==> src/rtl/rtc_spi_pkg.sv <==
package rtc_spi_pkg;
  localparam int ADDR_W = 4;
  localparam int DATA_W = 8;

  // command low-nibble bit positions
  localparam int CMD_SINGLE_BIT = 3;
  localparam int CMD_READ_BIT   = 2;

  // register addresses (neighbours decode these)
  localparam logic [ADDR_W-1:0] A_SEC  = 4'd0;
  localparam logic [ADDR_W-1:0] A_MIN  = 4'd1;
  localparam logic [ADDR_W-1:0] A_HOUR = 4'd2;
  localparam logic [ADDR_W-1:0] A_WDAY = 4'd3;
  localparam logic [ADDR_W-1:0] A_DAY  = 4'd4;
  localparam logic [ADDR_W-1:0] A_MON  = 4'd5;
  localparam logic [ADDR_W-1:0] A_YEAR = 4'd6;
  localparam logic [ADDR_W-1:0] A_CTLA = 4'd14;
  localparam logic [ADDR_W-1:0] A_CTLB = 4'd15;

  localparam int BIT_H24  = 5;
  localparam int BIT_PM   = 5;
  localparam int BIT_CENT = 7;
  localparam int BIT_OSC  = 4;
  localparam int BIT_LOWV = 6;

  typedef struct packed {
    logic              wrEn;
    logic [ADDR_W-1:0] wrAddr;
    logic [DATA_W-1:0] wrData;
    logic [ADDR_W-1:0] rdAddr;
  } regStrobe_t;

  function automatic logic [7:0] bcdInc(input logic [7:0] v);
    if (v[3:0] >= 4'd9) bcdInc = {v[7:4] + 4'd1, 4'd0};
    else                bcdInc = {v[7:4], v[3:0] + 4'd1};
  endfunction

  // last day of month in BCD; leap test uses tens parity and units digit
  function automatic logic [7:0] monthLen(input logic [4:0] mon, input logic [4:0] yrLow);
    logic leap;
    leap = yrLow[4] ? (yrLow[3:0] == 4'd2 || yrLow[3:0] == 4'd6)
                    : (yrLow[3:0] == 4'd0 || yrLow[3:0] == 4'd4 || yrLow[3:0] == 4'd8);
    case (mon)
      5'h02:                      monthLen = leap ? 8'h29 : 8'h28;
      5'h04, 5'h06, 5'h09, 5'h11: monthLen = 8'h30;
      default:                    monthLen = 8'h31;
    endcase
  endfunction
endpackage

==> src/rtl/rtc_spi_ctrl.sv <==
module rtc_spi_ctrl
  import rtc_spi_pkg::*;
(
  input  logic              clk,
  input  logic              rstN,
  input  logic              spiClk,
  input  logic              spiCs,
  input  logic              spiMosi,
  input  logic [DATA_W-1:0] rdData,
  output regStrobe_t        strobe,
  output logic              spiMiso
);
  localparam int BIT_CNT_W = $clog2(DATA_W);
  localparam logic [BIT_CNT_W-1:0] LAST_BIT = BIT_CNT_W'(DATA_W - 1);

  logic sclkQ, sclkPrev, csQ, mosiQ;
  logic riseEdge, fallEdge, byteDone;
  logic [BIT_CNT_W-1:0] bitCnt;
  logic [DATA_W-2:0] rxShift;
  logic [DATA_W-1:0] rxByte, txShift, nextTx;
  logic [ADDR_W-1:0] ptr, cmdAddr;
  logic cmdPhase, isRead, isSingle, dataSeen;

  always_ff @(posedge clk or negedge rstN) begin
    if (!rstN) begin
      sclkQ <= 1'b0; sclkPrev <= 1'b0; csQ <= 1'b0; mosiQ <= 1'b0;
    end else begin
      sclkQ <= spiClk; sclkPrev <= sclkQ; csQ <= spiCs; mosiQ <= spiMosi;
    end
  end

  assign riseEdge = csQ & sclkQ & ~sclkPrev;
  assign fallEdge = csQ & ~sclkQ & sclkPrev;
  assign rxByte   = {rxShift, mosiQ};
  assign byteDone = fallEdge && (bitCnt == LAST_BIT);
  assign cmdAddr  = rxByte[DATA_W-1 -: ADDR_W];

  always_comb begin
    strobe.rdAddr = cmdPhase ? cmdAddr : ptr;
    strobe.wrAddr = ptr;
    strobe.wrData = rxByte;
    strobe.wrEn   = byteDone && !cmdPhase && !isRead && !(isSingle && dataSeen);
  end

  always_ff @(posedge clk or negedge rstN) begin
    if (!rstN) begin
      bitCnt <= '0; rxShift <= '0; txShift <= '0; nextTx <= '0; ptr <= '0;
      cmdPhase <= 1'b1; isRead <= 1'b0; isSingle <= 1'b0; dataSeen <= 1'b0;
    end else if (!csQ) begin
      bitCnt <= '0; txShift <= '0; nextTx <= '0;
      cmdPhase <= 1'b1; isRead <= 1'b0; isSingle <= 1'b0; dataSeen <= 1'b0;
    end else begin
      if (fallEdge) begin
        rxShift <= rxByte[DATA_W-2:0];
        bitCnt  <= bitCnt + 1'b1;
      end
      if (byteDone) begin
        if (cmdPhase) begin
          cmdPhase <= 1'b0;
          isRead   <= rxByte[CMD_READ_BIT];
          isSingle <= rxByte[CMD_SINGLE_BIT];
          ptr      <= cmdAddr + ADDR_W'(rxByte[CMD_READ_BIT] && !rxByte[CMD_SINGLE_BIT]);
          nextTx   <= rxByte[CMD_READ_BIT] ? rdData : '0;
        end else begin
          dataSeen <= 1'b1;
          if (!isSingle) ptr <= ptr + 1'b1;
          nextTx   <= isRead ? rdData : '0;
        end
      end
      if (riseEdge) txShift <= (bitCnt == '0) ? nextTx : {txShift[DATA_W-2:0], 1'b0};
    end
  end

  assign spiMiso = csQ & txShift[DATA_W-1];

  assert_burst_step_R2: assert property (@(posedge clk) disable iff (!rstN)
    (csQ && byteDone && !cmdPhase && !isSingle) |=> (ptr == $past(ptr) + 1'b1));

  assert_single_hold_R1: assert property (@(posedge clk) disable iff (!rstN)
    (csQ && byteDone && !cmdPhase && isSingle) |=> $stable(ptr));
endmodule

==> src/rtl/rtc_time_regs.sv <==
module rtc_time_regs
  import rtc_spi_pkg::*;
#(
  parameter int TICKS_PER_SEC = 32768
) (
  input  logic              clk,
  input  logic              rstN,
  input  regStrobe_t        strobe,
  input  logic              tickIn,
  input  logic              oscStopIn,
  input  logic              lowVoltIn,
  output logic [DATA_W-1:0] rdData
);
  localparam int PRE_W = (TICKS_PER_SEC > 1) ? $clog2(TICKS_PER_SEC) : 1;
  localparam logic [PRE_W-1:0] PRE_MAX = PRE_W'(TICKS_PER_SEC - 1);

  logic [PRE_W-1:0] preCnt;
  logic [7:0] secR, minR, hourR, wdayR, dayR, monR, yearR, ctlAR;
  logic oscFlag, lowvFlag;
  logic wrSec, wrCtlB, h24;
  logic secStep, minStep, hourStep, dayStep, monStep, yearStep, centFlip;
  logic [7:0] secNext, minNext, hourNext, wdayNext, dayNext, monNext, yearNext;

  assign h24    = ctlAR[BIT_H24];
  assign wrSec  = strobe.wrEn && strobe.wrAddr == A_SEC;
  assign wrCtlB = strobe.wrEn && strobe.wrAddr == A_CTLB;

  assign secStep  = tickIn && preCnt == PRE_MAX && !wrSec;
  assign minStep  = secStep && secR == 8'h59;
  assign hourStep = minStep && minR == 8'h59;
  assign dayStep  = hourStep && (h24 ? hourR == 8'h23 : hourR == 8'h31);
  assign monStep  = dayStep && dayR == monthLen(monR[4:0], yearR[4:0]);
  assign yearStep = monStep && monR[4:0] == 5'h12;
  assign centFlip = yearStep && yearR == 8'h99;

  always_comb begin
    secNext  = (secR == 8'h59) ? 8'h00 : (bcdInc(secR) & 8'h7F);
    minNext  = (minR == 8'h59) ? 8'h00 : (bcdInc(minR) & 8'h7F);
    if (h24)                        hourNext = (hourR == 8'h23) ? 8'h00 : (bcdInc(hourR) & 8'h3F);
    else if (hourR[4:0] == 5'h11)   hourNext = {2'b00, ~hourR[BIT_PM], 5'h12};
    else if (hourR[4:0] == 5'h12)   hourNext = {2'b00, hourR[BIT_PM], 5'h01};
    else                            hourNext = {2'b00, hourR[BIT_PM], 5'(bcdInc({3'b000, hourR[4:0]}))};
    wdayNext = (wdayR >= 8'h06) ? 8'h00 : wdayR + 8'h01;
    dayNext  = monStep ? 8'h01 : (bcdInc(dayR) & 8'h3F);
    monNext  = {monR[BIT_CENT] ^ centFlip, 2'b00,
                yearStep ? 5'h01 : 5'(bcdInc({3'b000, monR[4:0]}))};
    yearNext = (yearR == 8'h99) ? 8'h00 : bcdInc(yearR);
  end

  always_ff @(posedge clk or negedge rstN) begin
    if (!rstN) begin
      preCnt <= '0;
      secR <= 8'h00; minR <= 8'h00; hourR <= 8'h00; wdayR <= 8'h00;
      dayR <= 8'h01; monR <= 8'h01; yearR <= 8'h00; ctlAR <= 8'h20;
      oscFlag <= 1'b1; lowvFlag <= 1'b0;
    end else begin
      if (wrSec)       preCnt <= '0;
      else if (tickIn) preCnt <= (preCnt == PRE_MAX) ? '0 : preCnt + 1'b1;
      if (secStep)  secR  <= secNext;
      if (minStep)  minR  <= minNext;
      if (hourStep) hourR <= hourNext;
      if (dayStep) begin wdayR <= wdayNext; dayR <= dayNext; end
      if (monStep)  monR  <= monNext;
      if (yearStep) yearR <= yearNext;
      if (strobe.wrEn) begin
        case (strobe.wrAddr)
          A_SEC:  secR  <= strobe.wrData & 8'h7F;
          A_MIN:  minR  <= strobe.wrData & 8'h7F;
          A_HOUR: hourR <= strobe.wrData & 8'h3F;
          A_WDAY: wdayR <= strobe.wrData & 8'h07;
          A_DAY:  dayR  <= strobe.wrData & 8'h3F;
          A_MON:  monR  <= strobe.wrData & 8'h9F;
          A_YEAR: yearR <= strobe.wrData;
          A_CTLA: ctlAR <= strobe.wrData;
          A_CTLB: begin
            oscFlag  <= oscFlag  & strobe.wrData[BIT_OSC];
            lowvFlag <= lowvFlag & strobe.wrData[BIT_LOWV];
          end
          default: ;
        endcase
      end
      if (oscStopIn) oscFlag  <= 1'b1;
      if (lowVoltIn) lowvFlag <= 1'b1;
    end
  end

  always_comb begin
    case (strobe.rdAddr)
      A_SEC:   rdData = secR;
      A_MIN:   rdData = minR;
      A_HOUR:  rdData = hourR;
      A_WDAY:  rdData = wdayR;
      A_DAY:   rdData = dayR;
      A_MON:   rdData = monR;
      A_YEAR:  rdData = yearR;
      A_CTLA:  rdData = ctlAR;
      A_CTLB:  rdData = {1'b0, lowvFlag, 1'b0, oscFlag, 4'b0000};
      default: rdData = '0;
    endcase
  end

  assert_sec_step_R6: assert property (@(posedge clk) disable iff (!rstN)
    secStep |=> (secR != $past(secR)));

  assert_flag_sticky_R11: assert property (@(posedge clk) disable iff (!rstN)
    (oscFlag && !wrCtlB) |=> oscFlag);

  assert_century_flip_R10: assert property (@(posedge clk) disable iff (!rstN)
    (!$past(strobe.wrEn) && monR[BIT_CENT] != $past(monR[BIT_CENT]))
      |-> ($past(yearR) == 8'h99 && yearR == 8'h00));
endmodule

==> src/rtl/rtc_spi_slave.sv <==
module rtc_spi_slave
  import rtc_spi_pkg::*;
#(
  parameter int TICKS_PER_SEC = 32768
) (
  input  logic clk,
  input  logic rstN,
  input  logic spiClk,
  input  logic spiCs,
  input  logic spiMosi,
  output logic spiMiso,
  input  logic tickIn,
  input  logic oscStopIn,
  input  logic lowVoltIn
);
  regStrobe_t        strobe;
  logic [DATA_W-1:0] rdData;

  rtc_spi_ctrl u_ctrl (
    .clk(clk), .rstN(rstN), .spiClk(spiClk), .spiCs(spiCs), .spiMosi(spiMosi),
    .rdData(rdData), .strobe(strobe), .spiMiso(spiMiso)
  );

  rtc_time_regs #(.TICKS_PER_SEC(TICKS_PER_SEC)) u_regs (
    .clk(clk), .rstN(rstN), .strobe(strobe), .tickIn(tickIn),
    .oscStopIn(oscStopIn), .lowVoltIn(lowVoltIn), .rdData(rdData)
  );
endmodule

==> config.mk <==
export PLATFORM = sky130hd
export DESIGN_NAME = rtc_spi_slave
export DESIGN_NICKNAME = d
export VERILOG_FILES = /design/src/rtl/rtc_spi_pkg.sv /design/src/rtl/rtc_spi_ctrl.sv /design/src/rtl/rtc_time_regs.sv /design/src/rtl/rtc_spi_slave.sv
export SDC_FILE = /design/constraint.sdc
export NUM_CORES = 1
export LEC_CHECK = 0
export BUFFER_PORTS_ARGS = -buffer_cell sky130_fd_sc_hd__buf_4
export CAP_MARGIN = 10
export CORE_MARGIN = 4
export CORE_UTILIZATION = 60
export DETAILED_ROUTE_END_ITERATION = 16
export HOLD_SLACK_MARGIN = 0.12
export PLACE_DENSITY = 0.76
export SKIP_LAST_GASP = 1
export SLEW_MARGIN = 20
export SYNTH_ARGS = -nofsm -noshare
export SYNTH_HDL_FRONTEND = slang
export SYNTH_SLANG_ARGS = --single-unit
export TNS_END_PERCENT = 1
==> constraint.sdc <==
create_clock -name clk -period 3.18 [get_ports clk]
set_input_delay 0.954 -clock clk [delete_from_list [all_inputs] [get_ports clk]]
set_output_delay 0.954 -clock clk [all_outputs]
set_load 0.02 [all_outputs]
### Word level (Yosys, flattened, before mapping)

Index checks and enable logic that the tools add are counted.

| cells by class | value |
|---|---|
| add/sub/neg operators | 18 |
| reduce and logical (&&, ||, !) cells | 40 |
| eq/ne operators | 42 |
| magnitude comparators | 7 |
| bitwise operators | 11 |
| muxes and demuxes | 76 |

Operator list:

| operator | number |
|---|---|
| $mux W8 | 33 |
| $pmux W8 S9 | 1 |
| $mux W15 | 3 |
| $add A4 B1 Y4 const B | 8 |
| $eq A4 B3 Y1 const B | 8 |
| $mux W6 | 5 |
| $mux W7 | 4 |
| $ge A4 B4 Y1 const B | 6 |
| $eq A4 B2 Y1 const B | 5 |
| $eq A4 B4 Y1 const B | 5 |
| $eq A5 B5 Y1 const B | 4 |
| $mux W1 | 20 |
| $mux W5 | 4 |
| $eq A8 B6 Y1 const B | 2 |
| $eq A8 B7 Y1 const B | 2 |
| $pmux W8 S2 | 1 |
| $add A15 B1 Y15 const B | 1 |
| $eq A15 B15 Y1 const B | 1 |
| $logic_and A1 B1 Y1 | 15 |
| $logic_not A4 Y1 | 3 |
| $mux W4 | 3 |
| $reduce_and A2 Y1 | 6 |
| $eq A5 B3 Y1 const B | 2 |
| $ne A2 B2 Y1 const B | 5 |
| 23 further kinds | 47 |

| storage, ports and cells | value |
|---|---|
| register bits | 119 |
| input port bits | 8 |
| output and inout port bits | 1 |
| word-level logic and storage cells | 218 |

### Longest topological paths before layout

| logic depth | value |
|---|---|
| word-level depth | 20 |
| gate-level depth with buffers | 11 |
| mapped depth without buffers | 9 |

### Hierarchy

Synthesis repeated with hierarchy kept, for this count alone.

| unflattened totals | value |
|---|---|
| cell total of the unflattened synthesis | 815 |
| area total of the unflattened synthesis | 7334.5 um^2 |

By module, submodules not included:

| module | instances | seq. area each (um^2) | cells an instance | area an instance (um^2) |
|---|---|---|---|---|
| rtc_time_regs | 1 | 2031.9 | 659 | 5552.8 |
| rtc_spi_ctrl | 1 | 952.2 | 156 | 1781.7 |

### Worst setup path after synthesis

No wires, ideal clock.

| timing | value |
|---|---|
| path type | input port to flip-flop |
| from | in tickIn |
| to | reg u_regs.dayR[4] |
| setup time | 0.082 ns |
| data required time | 3.098 ns |
| buffers on the path | 2 |
| arrival time | 2.668 ns |
| cell stages on the path | 7 |
| path slack | 0.430 ns |
| cells stage by stage | clkbuf_1 and4_1 nand4_1 or3_1 buf_2 or4b_1 a31oi_1 |

| between the ends | value |
|---|---|
| cells in the longest elaborated chain, start to end | 10 |

RTL lines:

| what | line | RTL |
|---|---|---|
| start, declared | rtc_spi_slave.sv:12 | `input logic tickIn,` |
| $logic_and A1 B1 Y1 * (2 in series) | rtc_time_regs.sv:28 | `assign secStep = tickIn && preCnt == PRE_MAX && !wrSec;` |
| $logic_and A1 B1 Y1 * | rtc_time_regs.sv:29 | `assign minStep = secStep && secR == 8'h59;` |
| $logic_and A1 B1 Y1 * | rtc_time_regs.sv:30 | `assign hourStep = minStep && minR == 8'h59;` |
| $logic_and A1 B1 Y1 * | rtc_time_regs.sv:31 | `assign dayStep = hourStep && (h24 ? hourR == 8'h23 : hourR == 8'h31);` |
| $logic_and A1 B1 Y1 | rtc_time_regs.sv:32 | `assign monStep = dayStep && dayR == monthLen(monR[4:0], yearR[4:0]);` |
| $mux W6 | rtc_time_regs.sv:44 | `dayNext = monStep ? 8'h01 : (bcdInc(dayR) & 8'h3F);` |
| $mux W8 * | rtc_time_regs.sv:62 | `if (dayStep) begin wdayR <= wdayNext; dayR <= dayNext; end` |
| $mux W8 | rtc_time_regs.sv:66 | `case (strobe.wrAddr)` |
| $mux W8 * | rtc_time_regs.sv:65 | `if (strobe.wrEn) begin` |
| end signal, assigned | rtc_time_regs.sv:62 |  |
| end signal, assigned | rtc_time_regs.sv:71 | `A_DAY: dayR <= strobe.wrData & 8'h3F;` |
| end, declared | rtc_time_regs.sv:18 | `logic [7:0] secR, minR, hourR, wdayR, dayR, monR, yearR, ctlAR;` |

Mark *: on every way between the ends. The rest lies on a longest branch, timed or not.
A chain may end at the register's enable or synchronous reset.

### Worst setup path in the final report

| timing | value |
|---|---|
| from | reg u_regs.secR[1] |
| to | reg u_regs.wdayR[5] |

| between the ends | value |
|---|---|
| cells in the longest elaborated chain, start to end | 7 |

RTL lines:

| what | line | RTL |
|---|---|---|
| start, declared | rtc_time_regs.sv:18 |  |
| start signal, assigned | rtc_time_regs.sv:59 | `if (secStep) secR <= secNext;` |
| start signal, assigned | rtc_time_regs.sv:67 | `A_SEC: secR <= strobe.wrData & 8'h7F;` |
| $eq A8 B7 Y1 * | rtc_time_regs.sv:29 |  |
| $logic_and A1 B1 Y1 * | rtc_time_regs.sv:29 |  |
| $logic_and A1 B1 Y1 * | rtc_time_regs.sv:30 |  |
| $logic_and A1 B1 Y1 * | rtc_time_regs.sv:31 |  |
| $mux W8 * | rtc_time_regs.sv:62 |  |
| $mux W8 | rtc_time_regs.sv:66 |  |
| $mux W8 * | rtc_time_regs.sv:65 |  |
| end signal, assigned | rtc_time_regs.sv:62 |  |
| end signal, assigned | rtc_time_regs.sv:70 | `A_WDAY: wdayR <= strobe.wrData & 8'h07;` |
| end, declared | rtc_time_regs.sv:18 |  |

Marks and branches as above.

==> impl_metrics.tcl <==
set metrics [dict create \
    wl_per_cell_um 20.28 \
    fin_area_sq_mm 0.008127 \
    clkPwrFrac_pct 45.8 \
    core-area_sq_mm 0.01196 \
    placed_cell_area_sq_mm 0.007543 \
    synthesis.area_sq_mm 0.007318 \
    crit_path_end_kind "flop" \
    yosys-top-cells-area "dfrtp_1 39%, ha_1 7.2%, nand2_1 5.2%, o21ai_0 5.1%, nor2_1 3.6%" \
    power.density_mw_per_mm2 521.7 \
    slowest_delay_ns 0.55 \
    ios 9 \
    cp_num_buf_inv 1 \
    yosys.area.top_type "dfrtp_1" \
    required_ns 3.47 \
    grt_overflow_total 0 \
    outcome "finished, final reports clean" \
    seqPwrFrac_pct 40.2 \
    p_sw_w 0.001206 \
    cts_made_buffers 17 \
    initial_core_util_pct 61.18 \
    setup-tns-final_ns 0 \
    fmax_mhz 338.2 \
    fin_cells 995 \
    setup_violations 0 \
    syn2layout_area_growth_pct 11.04 \
    path_class "flop to flop" \
    dpl.hpwl_um 14310 \
    grt_usage_pct 29.73 \
    die_w_um 118.4 \
    post_route_cells_drive_above_1_share_pct 8.608 \
    cap_violations 0 \
    path_max_fanout 12 \
    p_comb_share_pct 13.9 \
    die_h_um 118.4 \
    cts_tree "built" \
    diodes 0 \
    seq_area_frac_synth_pct 40.78 \
    synth_nets 880 \
    post-route-min-period_ns 2.957 \
    routabilityCongestion 0.9656 \
    cp.arrival_ns 3.25 \
    ant_nets 0 \
    hold_class "flop to flop" \
    cts_sinks 119 \
    dp.cells 963 \
    finalClockSkew_ns 0.008019 \
    viasPerCell 6.496 \
    clkLatencyLatePin_ns 0.42 \
    synthDistinctLibCells 68 \
    die_area_sq_mm 0.01403 \
    num_vias 6464 \
    layout_commonest_cell "dfrtp_1" \
    netSwitchingFraction_pct 28.44 \
    synth_seq_cells 119 \
    cts-root-buf "clkbuf_16" \
    cts_hold_buf 0 \
    avgSynthCellArea_sq_um 8.817 \
    drt_iter0_drc 669 \
    grt_pass1_vias 6302 \
    startpoint_type "flop" \
    relSlewSlack_pct 40.52 \
    p_int_w 0.003034 \
    fillers 938 \
    htree_levels 4 \
    power_leakage_nw 3.730 \
    final_cell_mix "114 x dfrtp_1, 102 x nand2_1, 73 x o21ai_0, 71 x nor2_1, 42 x ha_1" \
    cts_resized 0 \
    antenna_found_initial 0 \
    async_reset_ff_share_pct 100.0 \
    postCtsSetupBuffers 0 \
    nNetsFinal 885 \
    finalCritPeriodShare_pct 92.99 \
    worstMarginPinSlew_ns 0.8894 \
    crit_family "simple AND/OR/NAND/NOR gates" \
    synth_top_area_share_pct 38.98 \
    synth-main-ff-cell "dfrtp_1" \
    hold_violations 0 \
    synth_edf_count 0 \
    clockBufferDepth 2 \
    grt_max_degree 120 \
    max-vdd-ir-drop_v 0.0005311 \
    maxSlewViolCount 0 \
    drt-pass1-iter-count 5 \
    netlist_instances 830 \
    num_rows 40 \
    drc_errors 0 \
    routed_wl_um 20170 \
    clk_pin_slew_ns 0.05 \
    grt_setup_unrepaired "false" \
    slowest_stage "and4b_1" \
    grt_pass1_wl_um 32980 \
    yosysWarningCount 0 \
    crit_chain "inv_1, ha_1, nor4bb_1, and4_1, and4b_1, nand2_1, o21ai_0, nor2_1" \
    portBuffers 8 \
]
[per-stage QoR]
step	hold WS, ns	setup WS, ns	power (W)	util [%]
floorplan	0.4096	0.4296	0.002057	-
detailed placement	0.4573	0.2742	0.002297	63.06
CTS	0.4720	0.2567	0.004226	67.94
global placement	0.4554	0.3924	0.002293	63.06
global route	0.4923	0.01597	0.004384	67.94
finish	0.4749	0.2230	0.004239	67.94
[sequential cells by signal, summed over array words and instances (netlist names), 8 cells and up]
signal	count
u_regs.preCnt	15
u_ctrl.nextTx	8
u_ctrl.txShift	8
u_regs.ctlAR	8
u_regs.dayR	8
u_regs.hourR	8
u_regs.minR	8
u_regs.monR	8
u_regs.secR	8
u_regs.wdayR	8
u_regs.yearR	8
[layer usage]
metal,GRT usage [%],vias to the layer above,share of wire [%]
met4,12.31,0,3.1
met2,46.87,275,46
met1,39.17,3138,43
met5,0,-,0
li1,-,2991,-
met3,7.608,60,7.4
[synthesized netlist by cell type, types with 5 or more instances]
master and number:
xnor2_1 6, o31ai_1 6, nand3_1 31, a221oi_1 6, nor3_1 15, o22ai_1 10
nor4bb_1 5, nor3b_1 8, inv_1 38, dfrtp_1 114, nand2b_1 6, a32oi_1 7
dfstp_2 5, a21oi_1 32, buf_1 5, and3_1 20, o21ai_0 74, nand2_1 102
xor2_1 14, mux2i_1 25, nor2b_1 8, nand3b_1 5, a31oi_1 22, mux2_2 9
nand4_1 17, clkbuf_1 28, nor2_1 71, a22oi_1 10, ha_1 42, a21o_1 8
and2_1 20, and4_1 5
[power by group through the flow]
| stage | Clock (W) | Combinational (W) | Sequential (W) |
|---|---|---|---|
| 5_1_grt | 0.00203 | 0.000645 | 0.00171 |
| 6_report | 0.00194 | 0.000590 | 0.00171 |
| 4_1_cts | 0.00195 | 0.000578 | 0.00170 |
| 2_1_floorplan | 0 | 0.000418 | 0.00164 |
| 3_3_place_gp | 0 | 0.000573 | 0.00172 |
| 3_5_place_dp | 0 | 0.000575 | 0.00172 |
[layout make-up]
class / instances / area (sq um) / share of cell area, %
clock buffers: 23 / 457.9 / 5.635
inverters: 38 / 142.6 / 1.755
clock inverters: 9 / 125.1 / 1.540
well taps: 147 / 183.9 / 2.263
repair buffers: 23 / 185.2 / 2.279
multi-input cells: 636 / 4048 / 49.81
flip-flops and latches: 119 / 2984 / 36.72
[path summary, 6_finish.rpt]
path	from	endpoint	slack, ns	cells past startpoint
setup / recovery	u_regs.secR[1]	u_regs.wdayR[5]	0.22	8
hold / removal	u_ctrl.sclkQ	u_ctrl.sclkPrev	0.47	0
setup reg to reg	u_regs.secR[1]	u_regs.wdayR[5]	0.22	8
hold reg to reg	u_ctrl.sclkQ	u_ctrl.sclkPrev	0.47	0
max in group asynchronous	rstN	u_regs.wdayR[3]	2.08	2
min in group asynchronous	rstN	u_ctrl.sclkQ	0.61	2
[cells by family (layout without fill, tap and decap cells)]
logic type	Yosys count	count (layout)	share of synthesized area, %
AOI/OAI and AO/OA	207	207	17.75
adders and majority gates	42	42	7.181
xor gates and xnor gates	20	20	2.394
DFF	119	119	40.78
muxes	34	34	4.804
buffers and inverters	75	93	3.915
and+or+nand+nor	333	333	23.18
Note: power is estimated with default switching activity, not from simulation.
